**src/rtl/addr_hash_filter.sv**
```systemverilog
module addr_hash_filter #(
  parameter int ADDR_BYTES = 6,
  parameter int IDX_W      = 6
) (
  input  logic                       clk,
  input  logic                       rst_n,
  input  logic                       cfg_wr_en,
  input  logic                       cfg_wr_sel,
  input  logic [(1<<IDX_W)/2-1:0]    cfg_wr_data,
  input  logic                       mc_hash_en,
  input  logic                       uc_hash_en,
  input  logic                       copy_all,
  input  logic                       frame_start,
  input  logic                       byte_valid,
  input  logic [7:0]                 byte_data,
  output logic                       match_valid,
  output logic                       match,
  output logic                       match_mcast
);
  localparam int AW    = ADDR_BYTES * 8;
  localparam int TBL   = 1 << IDX_W;
  localparam int HALF  = TBL / 2;
  localparam int CW    = $clog2(ADDR_BYTES + 1);
  localparam int FOLDS = (AW + IDX_W - 1) / IDX_W;

  logic [AW-1:0]    addr_q, addr_nx;
  logic [CW-1:0]    cnt_q, pos;
  logic [TBL-1:0]   hash_q;
  logic [IDX_W-1:0] idx;
  logic             take, last, hit, grp, decide;
  logic             valid_q, match_q, mcast_q;

  assign pos  = frame_start ? '0 : cnt_q;
  assign take = byte_valid && (frame_start || cnt_q < CW'(ADDR_BYTES));
  assign last = take && pos == CW'(ADDR_BYTES - 1);

  always_comb begin
    addr_nx = frame_start ? '0 : addr_q;
    if (take) addr_nx[pos*8 +: 8] = byte_data;
  end

  always_comb begin
    idx = '0;
    for (int k = 0; k < FOLDS; k++)
      for (int j = 0; j < IDX_W; j++)
        if (j + IDX_W * k < AW) idx[j] = idx[j] ^ addr_nx[j + IDX_W * k];
  end

  assign hit    = hash_q[idx];
  assign grp    = addr_nx[0];
  assign decide = copy_all | (hit & (grp ? mc_hash_en : uc_hash_en));

  genvar h;
  generate
    for (h = 0; h < 2; h++) begin : g_half
      always_ff @(posedge clk) begin
        if (!rst_n) hash_q[h*HALF +: HALF] <= '0;
        else if (cfg_wr_en && cfg_wr_sel == 1'(h)) hash_q[h*HALF +: HALF] <= cfg_wr_data;
      end
    end
  endgenerate

  always_ff @(posedge clk) begin
    if (!rst_n) begin
      addr_q  <= '0;
      cnt_q   <= '0;
      valid_q <= 1'b0;
      match_q <= 1'b0;
      mcast_q <= 1'b0;
    end else begin
      if (take) begin
        addr_q <= addr_nx;
        cnt_q  <= pos + 1'b1;
      end else if (frame_start) begin
        addr_q <= '0;
        cnt_q  <= '0;
      end
      if (last) begin
        valid_q <= 1'b1;
        match_q <= decide;
        mcast_q <= grp;
      end else if (frame_start) begin
        valid_q <= 1'b0;
        match_q <= 1'b0;
        mcast_q <= 1'b0;
      end
    end
  end

  assign match_valid = valid_q;
  assign match       = match_q;
  assign match_mcast = mcast_q;
endmodule

```
**config.mk**
```make
export PLATFORM = sky130hd
export DESIGN_NAME = addr_hash_filter
export DESIGN_NICKNAME = d
export VERILOG_FILES = /design/src/rtl/addr_hash_filter.sv
export SDC_FILE = /design/constraint.sdc
export NUM_CORES = 1
export LEC_CHECK = 0
export ABC_AREA = 1
export BUFFER_PORTS_ARGS = -buffer_cell sky130_fd_sc_hd__buf_2
export CORE_UTILIZATION = 65
export CTS_CLUSTER_DIAMETER = 100
export CTS_CLUSTER_SIZE = 20
export DETAILED_ROUTE_END_ITERATION = 16
export PLACE_DENSITY_LB_ADDON = 0.25
export SLEW_MARGIN = 20
export SYNTH_ARGS = -nofsm -noshare
export SYNTH_HDL_FRONTEND = slang
export SYNTH_SLANG_ARGS = --single-unit
```
**constraint.sdc**
```tcl
create_clock -name clk -period 9.2 [get_ports clk]
set_input_delay 0.46 -clock clk [delete_from_list [all_inputs] [get_ports clk]]
set_output_delay 0.46 -clock clk [all_outputs]
set_load 0.05 [all_outputs]
```
==> results.ini <==
[worst_hold_path]
hold_path.class=input pin to flop
holdPathStages=3

[pwr]
comb_power_share_pct=13.8
internal-power_uw=1040
p_leak_uw=0.00317
peakVddDrop_uv=143
pwr-share-clk_pct=48.3
switching_share_pct=27.0
p_switching_uw=384
pwr-share-seq_pct=37.9
p_per_area_mw_per_mm2=204

[detailed_routing]
met2WireLength_mm=7.65
drt_iter0_markers=358
routedWlPerCell_um=14.6
postRouteAntennaNets=0
first_pass_iters=7
routed_via_density=5.65
drc_errors=0
topRoutingLayerUsed=met4
wl_met1_mm=6.06
wirelength_mm=15.3
wl_met3_um=964
vias=5898

[global_route]
grt_max_degree=68
globalRouteTotalUtil_pct=33.2
grt_first_pass_wirelength_mm=25.9
grt_antenna_before_repair=0
grt_pass1_vias=5734
grt_overflow=0

[final_layout]
layout-drive-gt1-share_pct=14.3
multi_input_area_sq_mm=0.00300
fillers=730
stdcell_count=1043
diodes=0
seqCellArea_sq_mm=0.00236
synthToLayoutAreaGrowth_pct=13.1
fin_nets=972

[floorplanning]
core_area_sq_mm=0.00920
dieArea_sq_mm=0.00985
die_h_um=99.2
die_x_um=99.2
rows=35
initial_utilization_pct=66.8
pin_count=52

[timing]
period_share_pct=54.3
setup_viol_count_final=0
fin_tns_setup_ns=0
finalHoldViolCount=0
drv_slew=0
worst_slew_pin_slew_ns=0.625
period_minus_slack_ns=5.00
fin_skew_ns=0.00797
relSlewSlack_pct=58.3
rsz0062_at_grt=false
max_freq_mhz=200

[cts]
cts.sinks=118
cts_tree=done
root_buffer=clkbuf_8
cts_buffers=17
clk_pin_slew_ns=0.06
cts_resized=0
clk_latency_ns=0.52
htree_num_levels=4
cts_hold_buf=0
clockBufferDepth=2
post-cts-setup-buffer-count=0

[synthesis]
avgSynthCellArea_sq_um=6.91
synth_warnings=0
ys_seq_area_share_pct=38.4
synth_cell_types=40
ys_ff_latch=118
syn_inst=889
syn_area_sq_mm=0.00614
synth_nets=942

[critical_path]
r2r-end=match
startpoint_type=input pin
r2r_cells=25
endpoint_kind=flop
timing.rr.start=cnt_q[0]
path_class=input pin to flop
endpoint=match
worstSetupStartpoint=frame_start
worstPathRequired_ns=9.65
path_max_fanout=48
critPathArrivalTime_ns=5.45
r2r_slack_ns=4.34

[run]
drv_cap=0

[status]
outcome=finished, final reports clean

[place]
dp.cells=1011
gp_congestion=0.912
portBuffers=51
dp_hpwl_mm=10.3

[power by group through the flow]
stage	combinational (uW)	sequential, uW	clock (uW)
after floorplan	152	548	0
after detailed placement	189	549	0
after global placement	183	549	0
final	196	538	686
after global routing	219	540	716
after CTS	193	538	691
[cells in the mapped netlist (all sizes together)]
cell,count,area (sq um)
a21oi,78,394
a31oi,3,18.8
a32oi,2,17.5
buf,22,153
clkbuf,22,82.6
clkinv,2,7.51
dfxtp,118,2360
ha,4,50.1
inv,143,539
nand2,154,633
nand3,137,723
nand3b,3,22.5
nand4,4,46.3
nor2,68,304
nor3,2,10.0
o21a,1,7.51
o21ai,95,494
o21bai,1,7.51
o31ai,1,12.5
or2,1,6.26
xnor2,8,70.1
xor2,20,183
[cell type report]
class	count	area share, %
Timing Repair Buffer	55	4.11
Inverter	145	7.87
Clock buffer	18	6.01
Multi-Input combinational cell	582	43.2
Tap cell	111	2.00
Clock inverter	14	2.84
Sequential cell	118	34.0
[stage by stage]
step / cell area, sq um / power (uW) / hold slack, ns / worst slack [ns] / util (%)
2_1_floorplan: 6140 / 699 / 0.430 / 5.73 / -
3_3_place_gp: 6330 / 731 / 0.439 / 4.19 / 68.9
3_5_place_dp: 6330 / 739 / 0.448 / 3.93 / 68.9
4_1_cts: 6950 / 1420 / 0.222 / 4.40 / 75.6
5_1_grt: 6950 / 1470 / 0.244 / 3.84 / 75.6
6_report: 6950 / 1420 / 0.232 / 4.20 / 75.6
[routing by layer]
metal	GRT usage, %	vias up
li1	-	2909
met1	37.7	2671
met2	58.5	256
met3	6.75	62
met4	18.0	0
met5	0	-
[kinds of logic after synthesis]
group           after synthesis  synth area share [%]
compound gates              181                  15.5
xor+xnor                     28                  4.11
simple gates                369                  28.4
fa+ha+maj                     4                 0.815
buf+inv                     189                  12.7
flops                       118                  38.4
[state kept, by name, summed over array words and instances (netlist names)]
signal       count
match_mcast      1
hash_q          64
match            1
match_valid      1
addr_q          48
cnt_q            3
[worst min-delay path by stage]
| stage | slack [ns] | endpoint | startpoint |
|---|---|---|---|
| after global routing | 0.24 | hash_q[2] | cfg_wr_data[2] |
| after global placement | 0.44 | hash_q[21] | hash_q[21] |
| after CTS | 0.22 | hash_q[42] | cfg_wr_data[10] |
| after floorplan | 0.43 | hash_q[0] | hash_q[0] |
| final | 0.23 | hash_q[42] | cfg_wr_data[10] |
| after detailed placement | 0.45 | hash_q[51] | hash_q[51] |
[cell usage in the layout, fill, tap and decap left out, types with 2 or more instances in the layout]
cell	n
nor2_2	4
inv_2	9
a31oi_1	3
nand2_4	5
nor3_1	2
buf_4	4
nand2_1	142
nand2_2	7
a21oi_1	77
nand3b_1	3
dfxtp_1	118
xnor2_1	8
nor2_4	3
inv_6	3
clkinv_1	2
nand4_1	2
clkinv_4	3
o21ai_0	85
o21ai_1	5
xor2_1	19
bufinv_16	4
nand3_2	5
nor2_1	60
ha_1	4
o21ai_2	5
buf_2	51
inv_1	133
clkinv_2	2
a32oi_1	2
nand3_1	131
clkbuf_16	16
clkinvlp_4	2
[worst max-delay path: stages]
cell and delay, ns:
buf_2 0.18, inv_4 0.42, nand2_1 0.29, ha_1 0.29, ha_1 0.31, inv_2 0.07
nor2_1 0.26, nand4_1 0.52, nand2_1 0.18, nand2_1 0.10, inv_1 0.11, nand2_1 0.09
nand3_1 0.14, nand3_2 0.50, nand2_4 0.52, inv_2 0.13, nand2_1 0.09, nand3_1 0.07
nand3_1 0.10, nand3_1 0.09, nand3_1 0.09, nand3_1 0.08, nand2_1 0.07, nand2_1 0.04
nand2_1 0.05, nand2_1 0.06, a21oi_2 0.11
No activity file was read; power rests on OpenSTA's default activity.
